$ cat config.mk
export PLATFORM = sky130hd
export DESIGN_NAME = sync_serial_rx_fifo
export DESIGN_NICKNAME = d
export VERILOG_FILES = /design/src/rtl/srx_pkg.sv /design/src/rtl/srx_edge_sync.sv /design/src/rtl/srx_shifter.sv /design/src/rtl/srx_fifo.sv /design/src/rtl/sync_serial_rx_fifo.sv
export SDC_FILE = /design/constraint.sdc
export NUM_CORES = 1
export LEC_CHECK = 0
export CAP_MARGIN = 0
export CORE_ASPECT_RATIO = 1.75
export CORE_MARGIN = 8
export CORE_UTILIZATION = 49
export CTS_CLUSTER_SIZE = 16
export DETAILED_ROUTE_END_ITERATION = 12
export HOLD_SLACK_MARGIN = 0.15
export PLACE_DENSITY = 0.72
export SLEW_MARGIN = 20
export SYNTH_ARGS = -nofsm -noshare
export SYNTH_HDL_FRONTEND = slang
export SYNTH_HIERARCHICAL = 1
export SYNTH_SLANG_ARGS = --single-unit
export TNS_END_PERCENT = 10
$ cat constraint.sdc
create_clock -name clk -period 7.39 [get_ports clk]
set_clock_uncertainty 0.05 [all_clocks]
set_input_delay 1.478 -clock clk [delete_from_list [all_inputs] [get_ports clk]]
set_output_delay 1.478 -clock clk [all_outputs]
set_load 0.005 [all_outputs]
$ cat src/rtl/srx_pkg.sv
// Shared definitions for the serial receive block: register addresses,
// status bit positions and the control register layout.
package srx_pkg;

    typedef enum logic [1:0] {
        RA_DATA  = 2'd0,
        RA_STAT  = 2'd1,
        RA_COUNT = 2'd2,
        RA_CTRL  = 2'd3
    } reg_addr_e;

    localparam int ST_RDY = 0;
    localparam int ST_OVR = 1;

    // Control register, bit 0 upward: enable, trigger select, request routing.
    typedef struct packed {
        logic       dma_sel;
        logic [1:0] trig_sel;
        logic       rx_en;
    } ctrl_t;

    localparam int CTRL_W = $bits(ctrl_t);

endpackage

$ cat src/rtl/srx_edge_sync.sv
// Brings the external serial clock and data into the system clock domain.
// Assumes each serial clock phase lasts at least two system clocks longer
// than the synchronizer depth. The data output is aligned with the
// rising-edge pulse, so sampling data on that pulse gives the bit that was
// stable at the serial rising edge.
module srx_edge_sync #(
    parameter int STAGES = 2
) (
    input  logic clk,
    input  logic rst_n,
    input  logic ser_clk,
    input  logic ser_dat,
    output logic clk_rise,
    output logic dat_sync
);

    logic [STAGES:0]   clk_pipe;
    logic [STAGES-1:0] dat_pipe;

    // Shift both inputs through equal-depth chains; one extra clock stage for edge detect.
    always_ff @(posedge clk) begin
        if (!rst_n) begin
            clk_pipe <= '0;
            dat_pipe <= '0;
        end else begin
            clk_pipe <= {clk_pipe[STAGES-1:0], ser_clk};
            dat_pipe <= {dat_pipe[STAGES-2:0], ser_dat};
        end
    end

    assign clk_rise = clk_pipe[STAGES-1] & ~clk_pipe[STAGES];
    assign dat_sync = dat_pipe[STAGES-1];

endmodule

$ cat src/rtl/srx_shifter.sv
// Assembles serial bits into bytes, least significant bit first.
// While hold is asserted the bit counter stays at zero, so any partial byte
// is dropped. byte_done pulses for one cycle in the cycle the last bit is
// sampled, and byte_out is valid in that same cycle.
module srx_shifter #(
    parameter int BITS = 8
) (
    input  logic            clk,
    input  logic            rst_n,
    input  logic            sample,
    input  logic            bit_in,
    input  logic            hold,
    output logic            byte_done,
    output logic [BITS-1:0] byte_out
);

    localparam int BIT_W = $clog2(BITS);
    localparam logic [BIT_W-1:0] LAST = BIT_W'(BITS - 1);

    logic [BITS-1:0]  sreg;
    logic [BIT_W-1:0] bit_cnt;

    // Next shift value: the new bit enters at the top and earlier bits move down.
    assign byte_out  = {bit_in, sreg[BITS-1:1]};
    assign byte_done = sample & ~hold & (bit_cnt == LAST);

    // Count and shift on each accepted sample; restart the count while held.
    always_ff @(posedge clk) begin
        if (!rst_n) begin
            sreg    <= '0;
            bit_cnt <= '0;
        end else if (hold) begin
            bit_cnt <= '0;
        end else if (sample) begin
            sreg    <= byte_out;
            bit_cnt <= (bit_cnt == LAST) ? '0 : bit_cnt + 1'b1;
        end
    end

endmodule

$ cat src/rtl/srx_fifo.sv
// Receive queue with a fill count. A push into a full queue is refused and
// reported on overflow. A pop of an empty queue is ignored. count_next shows
// the count that will be registered at the next edge.
module srx_fifo #(
    parameter int DEPTH  = 16,
    parameter int DATA_W = 8
) (
    input  logic                          clk,
    input  logic                          rst_n,
    input  logic                          push,
    input  logic [DATA_W-1:0]             wdata,
    input  logic                          pop,
    output logic [DATA_W-1:0]             head,
    output logic                          empty,
    output logic                          overflow,
    output logic [$clog2(DEPTH+1)-1:0]    count,
    output logic [$clog2(DEPTH+1)-1:0]    count_next
);

    localparam int AW    = (DEPTH > 1) ? $clog2(DEPTH) : 1;
    localparam int CNT_W = $clog2(DEPTH + 1);
    localparam logic [AW-1:0]    PTR_LAST = AW'(DEPTH - 1);
    localparam logic [CNT_W-1:0] FULL_CNT = CNT_W'(DEPTH);

    logic [DATA_W-1:0] mem [DEPTH];
    logic [AW-1:0]     wr_ptr;
    logic [AW-1:0]     rd_ptr;
    logic              full;
    logic              push_ok;
    logic              pop_ok;

    assign full     = (count == FULL_CNT);
    assign empty    = (count == '0);
    assign push_ok  = push & ~full;
    assign pop_ok   = pop & ~empty;
    assign overflow = push & full;
    assign head     = mem[rd_ptr];

    // Derive the next count from the accepted push and pop.
    always_comb begin
        count_next = count;
        if (push_ok && !pop_ok) count_next = count + 1'b1;
        if (pop_ok && !push_ok) count_next = count - 1'b1;
    end

    // Store the accepted byte; storage has no reset.
    always_ff @(posedge clk) begin
        if (push_ok) mem[wr_ptr] <= wdata;
    end

    // Move the pointers, wrapping at DEPTH, and register the count.
    always_ff @(posedge clk) begin
        if (!rst_n) begin
            wr_ptr <= '0;
            rd_ptr <= '0;
            count  <= '0;
        end else begin
            if (push_ok) wr_ptr <= (wr_ptr == PTR_LAST) ? '0 : wr_ptr + 1'b1;
            if (pop_ok)  rd_ptr <= (rd_ptr == PTR_LAST) ? '0 : rd_ptr + 1'b1;
            count <= count_next;
        end
    end

endmodule

$ cat src/rtl/sync_serial_rx_fifo.sv
// Clocked synchronous serial receiver with a receive queue and a register
// port. The serial inputs are synchronized, shifted into bytes and queued.
// A sticky ready flag follows the programmed trigger level and drives either
// the interrupt or the DMA request. An overrun locks reception until it is
// cleared. Register reads return data one cycle after reg_rd. Assumes the
// serial clock is slow against clk, as srx_edge_sync requires.
module sync_serial_rx_fifo
    import srx_pkg::*;
#(
    parameter int DEPTH       = 16,
    parameter int DATA_W      = 8,
    parameter int SYNC_STAGES = 2,
    parameter int TRIG_L0     = 1,
    parameter int TRIG_L1     = 4,
    parameter int TRIG_L2     = 8,
    parameter int TRIG_L3     = 14
) (
    input  logic              clk,
    input  logic              rst_n,
    input  logic              ser_clk,
    input  logic              ser_dat,
    input  logic [1:0]        reg_addr,
    input  logic              reg_wr,
    input  logic              reg_rd,
    input  logic [DATA_W-1:0] reg_wdata,
    output logic [DATA_W-1:0] reg_rdata,
    output logic              irq_o,
    output logic              dma_req_o
);

    localparam int CNT_W = $clog2(DEPTH + 1);

    reg_addr_e          addr;
    ctrl_t              ctrl_q;
    logic               clk_rise;
    logic               dat_sync;
    logic               byte_done;
    logic [DATA_W-1:0]  byte_val;
    logic               rx_hold;
    logic               pop;
    logic [DATA_W-1:0]  head;
    logic               fifo_empty;
    logic               fifo_ovf;
    logic [CNT_W-1:0]   fifo_count;
    logic [CNT_W-1:0]   cnt_next;
    logic [CNT_W-1:0]   trig_lvl;
    logic               rdy_q;
    logic               ovr_q;
    logic               armed_q;
    logic               sw_clr;
    logic               dma_clr;
    logic               stat_wr;
    logic               stat_rd;
    logic [DATA_W-1:0]  last_q;
    logic [DATA_W-1:0]  rdata_q;

    assign addr    = reg_addr_e'(reg_addr);
    assign rx_hold = ~ctrl_q.rx_en | ovr_q;
    assign stat_wr = reg_wr & (addr == RA_STAT);
    assign stat_rd = reg_rd & (addr == RA_STAT);
    assign pop     = reg_rd & (addr == RA_DATA);

    srx_edge_sync #(.STAGES(SYNC_STAGES)) u_sync (
        .clk      (clk),
        .rst_n    (rst_n),
        .ser_clk  (ser_clk),
        .ser_dat  (ser_dat),
        .clk_rise (clk_rise),
        .dat_sync (dat_sync)
    );

    srx_shifter #(.BITS(DATA_W)) u_shift (
        .clk       (clk),
        .rst_n     (rst_n),
        .sample    (clk_rise),
        .bit_in    (dat_sync),
        .hold      (rx_hold),
        .byte_done (byte_done),
        .byte_out  (byte_val)
    );

    srx_fifo #(.DEPTH(DEPTH), .DATA_W(DATA_W)) u_fifo (
        .clk        (clk),
        .rst_n      (rst_n),
        .push       (byte_done),
        .wdata      (byte_val),
        .pop        (pop),
        .head       (head),
        .empty      (fifo_empty),
        .overflow   (fifo_ovf),
        .count      (fifo_count),
        .count_next (cnt_next)
    );

    // Map the trigger select field to a byte count.
    always_comb begin
        case (ctrl_q.trig_sel)
            2'd0:    trig_lvl = CNT_W'(TRIG_L0);
            2'd1:    trig_lvl = CNT_W'(TRIG_L1);
            2'd2:    trig_lvl = CNT_W'(TRIG_L2);
            default: trig_lvl = CNT_W'(TRIG_L3);
        endcase
    end

    // Clear sources: the software handshake and reads from a DMA engine.
    assign sw_clr  = stat_wr & ~reg_wdata[ST_RDY] & armed_q;
    assign dma_clr = ctrl_q.dma_sel & reg_rd & ((addr == RA_DATA) || (addr == RA_COUNT));

    // Ready flag: the level condition wins over a clear in the same cycle.
    always_ff @(posedge clk) begin
        if (!rst_n) rdy_q <= 1'b0;
        else        rdy_q <= (cnt_next >= trig_lvl) | (rdy_q & ~(sw_clr | dma_clr));
    end

    // Handshake arm: a status read that sees the flag set arms one clearing write.
    always_ff @(posedge clk) begin
        if (!rst_n)       armed_q <= 1'b0;
        else if (stat_wr) armed_q <= 1'b0;
        else if (stat_rd) armed_q <= rdy_q;
    end

    // Overrun flag: set by a refused push, cleared by writing its bit as 0.
    always_ff @(posedge clk) begin
        if (!rst_n)                             ovr_q <= 1'b0;
        else if (fifo_ovf)                      ovr_q <= 1'b1;
        else if (stat_wr && !reg_wdata[ST_OVR]) ovr_q <= 1'b0;
    end

    // Control register write.
    always_ff @(posedge clk) begin
        if (!rst_n)                         ctrl_q <= '0;
        else if (reg_wr && addr == RA_CTRL) ctrl_q <= ctrl_t'(reg_wdata[CTRL_W-1:0]);
    end

    // Last popped byte, returned again by reads of an empty queue.
    always_ff @(posedge clk) begin
        if (!rst_n)                  last_q <= '0;
        else if (pop && !fifo_empty) last_q <= head;
    end

    // Registered read mux, loaded on each read strobe.
    always_ff @(posedge clk) begin
        if (!rst_n) begin
            rdata_q <= '0;
        end else if (reg_rd) begin
            rdata_q <= '0;
            case (addr)
                RA_DATA:  rdata_q <= fifo_empty ? last_q : head;
                RA_STAT: begin
                    rdata_q[ST_RDY] <= rdy_q;
                    rdata_q[ST_OVR] <= ovr_q;
                end
                RA_COUNT: rdata_q[CNT_W-1:0]  <= fifo_count;
                default:  rdata_q[CTRL_W-1:0] <= ctrl_q;
            endcase
        end
    end

    assign reg_rdata = rdata_q;
    assign irq_o     = rdy_q & ~ctrl_q.dma_sel;
    assign dma_req_o = rdy_q &  ctrl_q.dma_sel;

endmodule

# Yosys cells after proc, flatten, opt, wreduce, memory -nomap -nowiden
# Memory sizes are Yosys's and may differ from the RTL's. A register that Yosys moved wholly into a read port is not among the register bits.
# Cells that the tools add are included.
# word_totals
reg_bits	52
ram_bits	128
out_inout_bits	10
wordCells	93
mem_count	1
# mem_list
memory	depth	word_bits	read_ports	rd_ports_with_merged_regs	wr	line_no	text
u_fifo.mem	16	8	1	1	1	srx_fifo.sv:25	logic [DATA_W-1:0] mem [DEPTH];
# op_classes
addsub	5
order_cmp	1
n_eq_ne	9
mux	17
bitwise	28
reduce_logical	17
# ops
cell	count
1-bit AND	16
4-bit 2-to-1 mux	4
2-bit case mux with 3 select lines	2
4-bit case mux with 3 select lines	1
5-bit 2-to-1 mux	2
1-bit NOT	9
4-bit by 1-bit adder with 4-bit output (second input constant)	2
4-bit equality test (second input constant)	2
8-bit 2-to-1 mux	1
2-bit equality test (second input constant)	3
3-bit 2-to-1 mux	2
5-bit by 1-bit adder with 5-bit output (second input constant)	1
5-bit equality test (second input constant)	1
5-bit >= comparator	1
1-bit logical AND	5
5-bit zero test	1
5-bit by 1-bit subtractor with 5-bit output (second input constant)	1
2-bit by 1-bit equality test with 1-bit output (second input constant)	2
1-bit zero test	4
2-bit zero test	2
1-bit 2-to-1 mux	4
2-bit OR reduction	2
3-bit by 1-bit adder with 3-bit output (second input constant)	1
3-bit equality test (second input constant)	1
5 further kinds	7

# Longest topological paths before layout
# Gate-level depths: netlist (run 1).
# logic_depth
ltp_word	11
ltp_mapped	14
ltp_nobuf	13

# Hierarchy
# The synthesis (run 1) kept the hierarchy.
# modules_own_cells
mod	instances	cells_each	area_per_inst_um2	seq_area_each_um2
srx_fifo	1	320	5843.1	4184.0
sync_serial_rx_fifo	1	143	1212.4	460.4
srx_shifter	1	39	427.9	200.2
srx_edge_sync	1	11	137.6	100.1

# Worst setup path after synthesis (run 1)
# No wires, ideal clock.
# synth_path
path_type	in2reg
startpoint	input reg_addr[1]
endpoint	register rdy_q
setup_time_ns	0.128
arrival_ns	3.399
t_required_ns	7.212
path_slack_ns	3.813
cell_stages	13
n_path_buf	1
path_cell_list	or3b_1 buf_2 inv_1 inv_1 o211ai_4 nor2b_1 xnor2_1 inv_1 ha_1 nor2b_1 o21ai_0 nand2_1 a21boi_0
# synth_via
elab_chain_len	9
elab_cells_between_ends	20
classes_between	order compare: 1; eq/ne: 2; mux: 2; bitwise: 10; reduce/logical: 5
# synth_lines
item	line_no	text
from (decl)	sync_serial_rx_fifo.sv:22	input logic [1:0] reg_addr,
2-bit zero test (*)	sync_serial_rx_fifo.sv:61	assign pop = reg_rd & (addr == RA_DATA);
1-bit AND (*)	sync_serial_rx_fifo.sv:61	
via pop	sync_serial_rx_fifo.sv:40	logic pop;
1-bit AND (*)	srx_fifo.sv:35	assign pop_ok = pop & ~empty;
1-bit zero test	srx_fifo.sv:42	if (push_ok && !pop_ok) count_next = count + 1'b1;
1-bit logical AND	srx_fifo.sv:42	
5-bit 2-to-1 mux	srx_fifo.sv:42	
5-bit 2-to-1 mux (*)	srx_fifo.sv:43	if (pop_ok && !push_ok) count_next = count - 1'b1;
via cnt_next[0]	sync_serial_rx_fifo.sv:45	logic [CNT_W-1:0] cnt_next;
5-bit >= comparator (*)	sync_serial_rx_fifo.sv:112	else rdy_q <= (cnt_next >= trig_lvl) | (rdy_q & ~(sw_clr | dma_clr));
1-bit bitwise OR (*)	sync_serial_rx_fifo.sv:112	
to (signal assigned)	sync_serial_rx_fifo.sv:112	
to (decl)	sync_serial_rx_fifo.sv:47	logic rdy_q;
# The timed path passes the listed nets; every way through them passes the cells marked *.
# A chain may end at the register's enable or synchronous reset.

# Final worst setup path (run 1)
# layout_path
startpoint	input reg_rd
endpoint	register rdy_q
# layout_via
elab_chain_len	8
elab_cells_between_ends	14
classes_between	order compare: 1; mux: 2; bitwise: 8; reduce/logical: 3
# layout_lines
item	line_no	text
from (decl)	sync_serial_rx_fifo.sv:24	input logic reg_rd,
1-bit AND (*)	sync_serial_rx_fifo.sv:61	
via pop	sync_serial_rx_fifo.sv:40	
1-bit AND (*)	srx_fifo.sv:35	
1-bit zero test	srx_fifo.sv:42	
1-bit logical AND	srx_fifo.sv:42	
5-bit 2-to-1 mux	srx_fifo.sv:42	
5-bit 2-to-1 mux (*)	srx_fifo.sv:43	
via cnt_next[0]	sync_serial_rx_fifo.sv:45	
5-bit >= comparator (*)	sync_serial_rx_fifo.sv:112	
1-bit bitwise OR (*)	sync_serial_rx_fifo.sv:112	
# Marks and branches as above.

==> out/results.tsv, run 1 <==
metric	value	unit
ant_nets	0	
ys_seq_area_share	64.9	%
r2r-start	u_sync/clk_pipe[1]	
tns	0	ns
power_density	259	nW/µm²
fmax	238	MHz
synth_cell_type_count	55	
antenna_found_initial	0	
yosysWarnings	6	
yosysMostFrequentCell	edfxtp_1	
io_pins	26	
grt_pass1_wl	24.4	mm
hp-class	register to register	
postLayoutCoreUtil	56.4	%
crit_path_end_kind	register	
drive_gt1_share	15.4	%
r2r-end	u_fifo/mem[15][2]	
path_clk_slew	0.07	ns
final_area	8630	µm²
grt-ovfl-total	0	
period_share	56.8	%
cts_resized	0	
critical_path.top_delay_family	buffers and inverters	
io_buffers	21	
n_antenna_cell	0	
grt_max_degree	48	
hold_violations	0	
cts_tree	done	
cts_buffers	17	
synth_top_area_share	50.4	%
area_delta_synth_final	13.3	%
crit_path_start_kind	primary input	
cts_hold_buf	0	
worstPathCellList	clkdlybuf4s50_1 > or3b_1 > inv_1 > inv_1 > o211ai_4 > nor2b_1 > xnor2_1 > inv_1 > ha_1 > nor2b_1 > o21ai_0 > nand2_1 > a21boi_0	
clock_path_buffers	2	
rr_worst_depth	6	
critPathArrivalTime	4.49	ns
relSlewSlack	43.6	%
postSynth.asyncResetShare	0	%
critPathSlowestCell	clkdlybuf4s50_1	
ir_drop	152	µV
drt-total-wl	15.9	mm
final-max-slew-violation-count	0	
gp_congestion	0.825	
setup_viol	0	
fin_ws	3.19	ns
p_total	2.23	mW
required	7.69	ns
grtUsageTotal	16.5	%
power.leakage	2.90	nW
post-cts-setup-buffer-count	0	
layout_min_cycle_time	4.20	ns
cp_slowest_stage_delay	0.77	ns
avgViaCountPerCell	5.91	
worst-r2r-setup-slack	4.02	ns
worst-path-max-fanout	16	
root_buffer	clkbuf_16	
core	15300	µm²
syn_avg_cell_area	14.9	µm²
synth_ff_type	edfxtp_1	
cts.sinks	183	
crit_type	primary input to register	
dpl.hpwl	10.6	mm
num-fill-cells	1219	
drv_cap	0	
crit_buf_inv	4	
fin_nets	567	
place_ws	2.75	ns
avgRoutedWirePerCell	21.6	µm
die_h	181	µm
rows	60	
synth_area_leaders	edfxtp_1 50%, dfxtp_1 14%, mux4_2 9.5%, mux2i_1 3.3%, nand2_1 2.5%	
rsz0062_at_grt	no	
vias	4353	
htree_levels	4	
first_iter_violations	240	
initial_core_util	49.8	%
crit_top_cell	inv_1	
fp.dieW	110	µm
syn_inst	513	
synth-seq-cells	183	
synth_area	7620	µm²
placed_cell_area	8020	µm²
dr.pass1.iters	4	
hold_depth	1	
status	finished, final reports clean	
worst_pin_slew	0.846	ns
drc	0	
min_from	u_sync/clk_pipe[0]	
ys_top_cells_by_count	128 x edfxtp_1, 55 x dfxtp_1, 51 x nand2_1, 32 x mux4_2, 25 x mux2i_1	
die_area	20000	µm²
clk_latency	0.42	ns
grt_pass1_vias	4552	
yosysTopAreaCell	edfxtp_1	
synth_fp_nets	542	
synth_edf_count	128	
worstHoldEndpoint	u_sync/clk_pipe[1]	
-- metal layers --
layer / wire length (µm) / vias up / global-route usage, % / share of wire [%]
met2: 8690 / 125 / 29.4 / 55
met1: 5640 / 2181 / 16.5 / 35
met4: 941 / 0 / 11.3 / 5.9
met3: 657 / 40 / 3.03 / 4.1
met5: 0 / - / 0 / 0
li1: - / 2007 / - / -
-- registers in the layout (all words and copies together), names as in the netlist, 4 cells and up, named ones only --
register / cells
ctrl_q: 4
u_fifo/count: 5
reg_rdata: 8
u_fifo/mem: 128
u_shift/sreg: 7
u_fifo/rd_ptr: 4
last_q: 8
u_fifo/wr_ptr: 4
-- area by class of cell --
type                    instances  area [µm²]  area share (%)
multi-input cells             289        2490            28.8
inverters                      15        57.6           0.667
well taps                     186         233            2.70
clock buffers                  17         425            4.93
flip-flops and latches        183        4950            57.3
clock inverters                15         190            2.20
repair buffers                 32         293            3.39
-- power by group --
group	switching, mW	leakage (nW)	internal, mW	total, mW
combinational	0.107	0.976	0.0971	0.204
clock	0.427	0.293	0.487	0.915
sequential	0.0174	1.63	1.10	1.11
total	0.552	2.90	1.68	2.23
-- cell families after synthesis --
| family | share of synthesized area (%) |
|---|---|
| compound gates | 6.55 |
| xor+xnor | 0.575 |
| fa+ha+maj | 2.13 |
| buf+inv | 2.48 |
| flops | 64.9 |
| mux | 13.0 |
| simple gates | 10.3 |
-- placed cells by master, fill, tap and decap left out, types with 3 or more instances in the layout --
| cell | Yosys | routed |
|---|---|---|
| a21boi_1 | 8 | 8 |
| a21oi_1 | 14 | 14 |
| a22oi_1 | 16 | 16 |
| and2_1 | 13 | 13 |
| and3_1 | 5 | 5 |
| and4_1 | 3 | 3 |
| buf_4 | 1 | 11 |
| clkbuf_16 | 0 | 17 |
| clkdlybuf4s50_1 | 0 | 21 |
| clkinv_4 | 0 | 3 |
| clkinv_8 | 0 | 4 |
| dfxtp_1 | 55 | 53 |
| edfxtp_1 | 128 | 128 |
| ha_1 | 13 | 13 |
| inv_1 | 13 | 13 |
| inv_8 | 0 | 4 |
| mux2i_1 | 25 | 25 |
| mux4_2 | 32 | 32 |
| nand2_1 | 51 | 51 |
| nand2b_1 | 6 | 6 |
| nand3_1 | 8 | 8 |
| nand3b_1 | 6 | 6 |
| nor2_1 | 10 | 10 |
| nor2b_1 | 20 | 20 |
| nor3_1 | 3 | 3 |
| nor3b_1 | 5 | 5 |
| nor4b_1 | 4 | 4 |
| o21ai_0 | 9 | 9 |
| o22ai_1 | 3 | 3 |
| xnor2_1 | 3 | 3 |
-- worst max-delay path by stage --
stage | startpoint | to | cells after the start
6_report | reg_rd | rdy_q | 13
3_5_place_dp | reg_rd | rdy_q | 13
5_1_grt | reg_rd | rdy_q | 13
4_1_cts | reg_rd | rdy_q | 13
3_3_place_gp | reg_rd | rdy_q | 13
2_1_floorplan | reg_addr[1] | rdy_q | 13
-- per-stage QoR --
step                hold WS (ns)  std cells
finish                     0.385        737
floorplan                  0.356        513
detailed placement         0.368        705
global placement           0.362        705
CTS                        0.386        737
global route               0.402        737
-- worst register-to-register path: cells and delay by family (launching register included) --
kind             cells  cell delay (ns)
and+or+nand+nor      6             2.62
DFF                  1             0.32
Note: power is estimated with default switching activity, not from simulation.
==> run 2, diff against run 1 <==
--- a/config.mk
+++ b/config.mk
@@ -12,7 +12,7 @@
 export CTS_CLUSTER_SIZE = 16
 export DETAILED_ROUTE_END_ITERATION = 12
 export HOLD_SLACK_MARGIN = 0.15
-export PLACE_DENSITY = 0.72
+export PLACE_DENSITY = 0.75
 export SLEW_MARGIN = 20
 export SYNTH_ARGS = -nofsm -noshare
 export SYNTH_HDL_FRONTEND = slang
==> constraint.sdc (replaced) <==
create_clock -name clk -period 3.7 [get_ports clk]
set_clock_uncertainty 0.05 [all_clocks]
set_input_delay 0.74 -clock clk [delete_from_list [all_inputs] [get_ports clk]]
set_output_delay 0.74 -clock clk [all_outputs]
set_load 0.005 [all_outputs]
==> out/results.tsv, run 2 (same netlist as run 1, synthesis figures left out) <==
metric	value	unit	change
hp-class	register to register		unchanged
worstPathCellList	clkdlybuf4s50_1 > or3b_1 > inv_1 > inv_1 > o211ai_4 > nor2b_1 > xnor2_1 > inv_1 > ha_1 > nor2b_1 > o21ai_0 > nand2_1 > a21boi_0		unchanged
clock_path_buffers	2		unchanged
cts_resized	0		unchanged
crit_buf_inv	4		unchanged
ant_nets	0		unchanged
largest-register	u_fifo/mem		unchanged
n_antenna_cell	0		unchanged
layout_min_cycle_time	3.02	ns	
switchingPower	1.08	mW	was 0.552 mW
holdWs	0.390	ns	was 0.385 ns
grtUsageTotal	16.6	%	was 16.5%
fin_nets	575		was 567
critPathArrivalTime	3.32	ns	was 4.49 ns
fmax	331	MHz	
die_area	20000	µm²	unchanged
power_density	518	nW/µm²	was 259 nW/µm²
crit_path_end_kind	register		unchanged
final_cell_mix	128 x edfxtp_1, 54 x dfxtp_1, 51 x nand2_1, 32 x mux4_2, 25 x mux2i_1		was 128 x edfxtp_1, 53 x dfxtp_1, 51 x nand2_1, 32 x mux4_2, 25 x mux2i_1
layout_commonest_cell	edfxtp_1		unchanged
cp_slowest_stage_delay	0.48	ns	was 0.77 ns
rsz0062_at_grt	no		unchanged
vias	4419		was 4353
wl_met2	8.59	mm	was 8.69 mm
relSlewSlack	54.9	%	was 43.6%
core	15300	µm²	unchanged
gp_congestion	0.822		was 0.825
wl_met1	5.59	mm	was 5.64 mm
cts_hold_buf	0		unchanged
path_clk_slew	0.07	ns	about the same
antenna_found_initial	0		unchanged
final-max-slew-violation-count	0		unchanged
rows	60		unchanged
crit_top_cell	inv_1		unchanged
grt_pass1_vias	4637		was 4552
cts_buffers	17		unchanged
p_seq_share	49.6	%	was 49.9%
hold_violations	0		unchanged
swShare	24.1	%	was 24.7%
die_h	181	µm	unchanged
largest_register_ffs	128		unchanged
p_total	4.50	mW	was 2.23 mW
io_buffers	21		unchanged
dp_cells	713		was 705
dr.pass1.iters	5		was 4
worst-path-max-fanout	5		was 16
route.met3.wl	648	µm	was 657 µm
grt-ovfl-total	0		unchanged
dpl.hpwl	10.8	mm	was 10.6 mm
drt-total-wl	15.9	mm	about the same
critPathSlowestCell	clkdlybuf4s50_1		unchanged
layout.cells.non_filler	745		was 737
power.leakage	2.94	nW	was 2.90 nW
first_iter_violations	282		was 240
grt_max_degree	48		unchanged
initial_core_util	49.8	%	unchanged
comb_power_share	9.2	%	about the same
post-cts-setup-buffer-count	0		unchanged
io_pins	26		unchanged
p_clk_share	41.3	%	was 41.0%
drv_cap	0		unchanged
avgRoutedWirePerCell	21.3	µm	was 21.6 µm
fin_ws	0.681	ns	was 3.19 ns
htree_levels	4		unchanged
critical_path.top_delay_family	buffers and inverters		unchanged
root_buffer	clkbuf_16		unchanged
regArea	4950	µm²	about the same
setup_viol	0		unchanged
required	4.00	ns	was 7.69 ns
cts_tree	done		unchanged
area_delta_synth_final	13.9	%	was 13.3%
avgViaCountPerCell	5.93		was 5.91
ir_drop	302	µV	was 152 µV
worst_pin_slew	0.675	ns	was 0.846 ns
multiInputGateArea	2490	µm²	unchanged
p_int	3.41	mW	was 1.68 mW
tns	0	ns	unchanged
place_ws	0.230	ns	was 2.75 ns
status	finished, final reports clean		unchanged
fp.dieW	110	µm	unchanged
num-fill-cells	1186		was 1219
clk_latency	0.43	ns	was 0.42 ns
period_share	81.6	%	
crit_type	primary input to register		unchanged
drive_gt1_share	16.5	%	was 15.4%
cts.sinks	183		unchanged
highest_layer	met4		unchanged
drc	0		unchanged
grt_pass1_wl	24.4	mm	unchanged
crit_path_start_kind	primary input		unchanged
==> run 2: changes by cell type in the layout (fill, tap and decap cells not counted) <==
| cell | change |
|---|---|
| clkinv_4 | -1 |
| bufinv_16 | +1 |
| inv_6 | +4 |
| buf_4 | +8 |
| dfxtp_2 | -1 |
| clkinv_8 | -4 |
| dfxtp_1 | +1 |
==> run 2: final timing paths <==
kind,startpoint,endpoint,slack [ns],depth (start not counted)
max,reg_rd,rdy_q,0.68,13
max reg2reg,u_sync/clk_pipe[1],rdy_q,0.70,12
min reg2reg,u_sync/clk_pipe[0],u_sync/clk_pipe[1],0.39,1
min,u_sync/clk_pipe[0],u_sync/clk_pipe[1],0.39,1
==> run 2: stage by stage <==
stage          cell area [µm²]  util, %
6_report                  8680     56.7
5_1_grt                   8680     56.7
4_1_cts                   8680     56.7
3_5_place_dp              8080     52.7
3_3_place_gp              8080     52.7
2_1_floorplan             7620        -
==> run 2: layer usage <==
metal,GRT usage (%),vias up
met5,0,-
met4,13.5,0
met3,3.24,55
met2,28.3,147
met1,16.9,2196
li1,-,2021
==> run 2: final cells by class <==
class / instances / share of cell area (%)
clock inverter: 15 / 2.09
timing repair buffer: 40 / 4.06
sequential: 183 / 57.0
inverter: 15 / 0.663
multi-input combinational: 289 / 28.6
clock buffer: 17 / 4.90
tap: 186 / 2.68
==> run 2: power groups by stage <==
stage                     Sequential, mW  Combinational, mW  Clock (mW)
final                               2.23              0.412        1.86
after floorplan                     2.26              0.317           0
after detailed placement            2.28              0.409           0
after global routing                2.24              0.452        1.95
after global placement              2.27              0.393           0
after CTS                           2.23              0.412        1.89
==> run 3, diff against run 2 <==
==> constraint.sdc (replaced) <==
create_clock -name clk -period 2.5 [get_ports clk]
set_clock_uncertainty 0.05 [all_clocks]
set_input_delay 0.5 -clock clk [delete_from_list [all_inputs] [get_ports clk]]
set_output_delay 0.5 -clock clk [all_outputs]
set_load 0.005 [all_outputs]
==> out/results.tsv, run 3 (same netlist as run 1, synthesis figures left out) <==
metric	value	unit	change
worstHoldEndpoint	u_sync/clk_pipe[1]		unchanged
ir_drop	529	µV	was 302 µV
worst-path-max-fanout	3		was 5
wl_met1	6.03	mm	was 5.59 mm
critPathArrivalTime	2.80	ns	was 3.32 ns
die_h	181	µm	unchanged
num-fill-cells	1132		was 1186
layout_commonest_cell	edfxtp_1		unchanged
root_buffer	clkbuf_16		unchanged
setup_viol	1		was 0
drv_cap	0		unchanged
rsz0062_at_grt	yes		was no
crit_path_end_kind	register		unchanged
p_total	6.68	mW	was 4.50 mW
required	2.76	ns	was 4.00 ns
cts_hold_buf	0		unchanged
rr_worst_depth	13		was 12
fmax	395	MHz	
multiInputGateArea	2590	µm²	was 2490 µm²
largest_register_ffs	128		unchanged
antenna_found_initial	0		unchanged
worstPathCellList	clkdlybuf4s50_1 > or3b_4 > inv_2 > inv_2 > a211oi_4 > buf_4 > nor2b_4 > xnor2_1 > inv_1 > ha_1 > nor2b_2 > o21ai_2 > nand2_1 > a21boi_1		was clkdlybuf4s50_1 > or3b_1 > inv_1 > inv_1 > o211ai_4 > nor2b_1 > xnor2_1 > inv_1 > ha_1 > nor2b_1 > o21ai_0 > nand2_1 > a21boi_0
r2r-start	u_fifo/count[1]		was u_sync/clk_pipe[1]
grt_pass1_wl	25.6	mm	was 24.4 mm
crit_top_cell	inv_2		was inv_1
highest_layer	met4		unchanged
final_cell_mix	128 x edfxtp_1, 52 x dfxtp_1, 51 x buf_4, 50 x nand2_1, 32 x mux4_2		was 128 x edfxtp_1, 54 x dfxtp_1, 51 x nand2_1, 32 x mux4_2, 25 x mux2i_1
dpl.hpwl	11.5	mm	was 10.8 mm
drc	0		unchanged
hold_depth	1		unchanged
period_share	101	%	
layout_min_cycle_time	2.53	ns	
die_area	20000	µm²	unchanged
r2r-end	rdy_q		unchanged
hp-class	register to register		unchanged
critPathSlowestCell	clkdlybuf4s50_1		unchanged
final-max-slew-violation-count	0		unchanged
postLayoutCoreUtil	59.6	%	was 56.7%
grt_pass1_vias	4773		was 4637
drt-total-wl	16.5	mm	was 15.9 mm
rows	60		unchanged
placed_cell_area	8460	µm²	was 8080 µm²
fp.dieW	110	µm	unchanged
final_area	9120	µm²	was 8680 µm²
min_from	u_sync/clk_pipe[0]		unchanged
io_buffers	21		unchanged
core	15300	µm²	unchanged
initial_core_util	49.8	%	unchanged
crit_type	primary input to register		unchanged
io_pins	26		unchanged
cp_slowest_stage_delay	0.48	ns	about the same
avgViaCountPerCell	5.75		was 5.93
htree_levels	4		unchanged
fin_ws	-0.0331	ns	was 0.681 ns
first_iter_violations	412		was 282
cts_tree	done		unchanged
ant_nets	0		unchanged
worst-r2r-setup-slack	0.01	ns	was 0.70 ns
route.met3.wl	496	µm	was 648 µm
avgRoutedWirePerCell	21.0	µm	was 21.3 µm
cts.sinks	183		unchanged
n_antenna_cell	0		unchanged
area_delta_synth_final	19.7	%	was 13.9%
crit_path_start_kind	primary input		unchanged
clock_path_buffers	2		unchanged
largest-register	u_fifo/mem		unchanged
grtUsageTotal	17.2	%	was 16.6%
hold_violations	0		unchanged
violations	negative setup slack		
fin_nets	613		was 575
regArea	4950	µm²	about the same
vias	4504		was 4419
power_density	733	nW/µm²	was 518 nW/µm²
drive_gt1_share	26.0	%	was 16.5%
holdWs	0.380	ns	was 0.390 ns
path_clk_slew	0.07	ns	about the same
grt-ovfl-total	0		unchanged
worst_pin_slew	0.785	ns	was 0.675 ns
wl_met2	9.29	mm	was 8.59 mm
grt_max_degree	47		was 48
dr.pass1.iters	4		was 5
gp_congestion	0.884		was 0.822
clk_latency	0.43	ns	about the same
relSlewSlack	47.6	%	was 54.9%
power.leakage	3.17	nW	was 2.94 nW
cts_buffers	17		unchanged
status	finished with violations		was finished, final reports clean
## run 3: worst max-delay path: cells and delay by family
family          cells  cell delay [ns]
fa+ha+maj           1             0.30
compound gates      3             0.39
xor+xnor            1             0.13
buf+inv             5             0.86
simple gates        4             0.62
## run 3: worst max path at each step
stage	cells after the start	end	slack, ns	start
2_1_floorplan	7	u_fifo/mem[0][0]	-0.13	u_sync/clk_pipe[1]
3_3_place_gp	13	rdy_q	-0.49	reg_rd
6_report	14	rdy_q	-0.03	reg_rd
3_5_place_dp	12	rdy_q	-0.59	reg_rd
5_1_grt	13	rdy_q	-0.09	u_fifo/count[1]
4_1_cts	13	rdy_q	-0.04	u_fifo/count[0]
## run 3: cell type report
class | instances | share of cell area (%)
Tap cell | 186 | 2.55
Timing Repair Buffer | 78 | 7.72
Clock inverter | 14 | 1.67
Inverter | 15 | 0.672
Clock buffer | 18 | 4.70
Sequential cell | 183 | 54.2
Multi-Input combinational cell | 289 | 28.4
## run 3: power breakdown
group          internal (mW)  switching (mW)  leakage, nW
clock network           1.34            1.24        0.278
registers               3.24          0.0375         1.64
logic                  0.425           0.400         1.26
total                   5.00            1.68         3.17
## run 3: repair_timing
item	in CTS	in global routing
resized for setup	12	13
endpoints found under the hold margin	0	0
pin swaps	2	8
buffers inserted	0	2
endpoints found under the setup margin	15	33
## run 3: layer usage
layer  vias to the layer above  GRT usage (%)
li1                       2102              -
met4                         0           9.92
met5                         -              0
met2                       101           30.7
met1                      2264           17.6
met3                        37           3.74
## run 3: stage by stage
stage          setup TNS (ns)  cells  worst slack, ns
3_5_place_dp           -0.852    749           -0.593
3_3_place_gp           -0.585    749           -0.491
5_1_grt               -0.0922    783          -0.0922
2_1_floorplan           -7.42    513           -0.125
4_1_cts               -0.0430    781          -0.0430
6_report              -0.0331    783          -0.0331
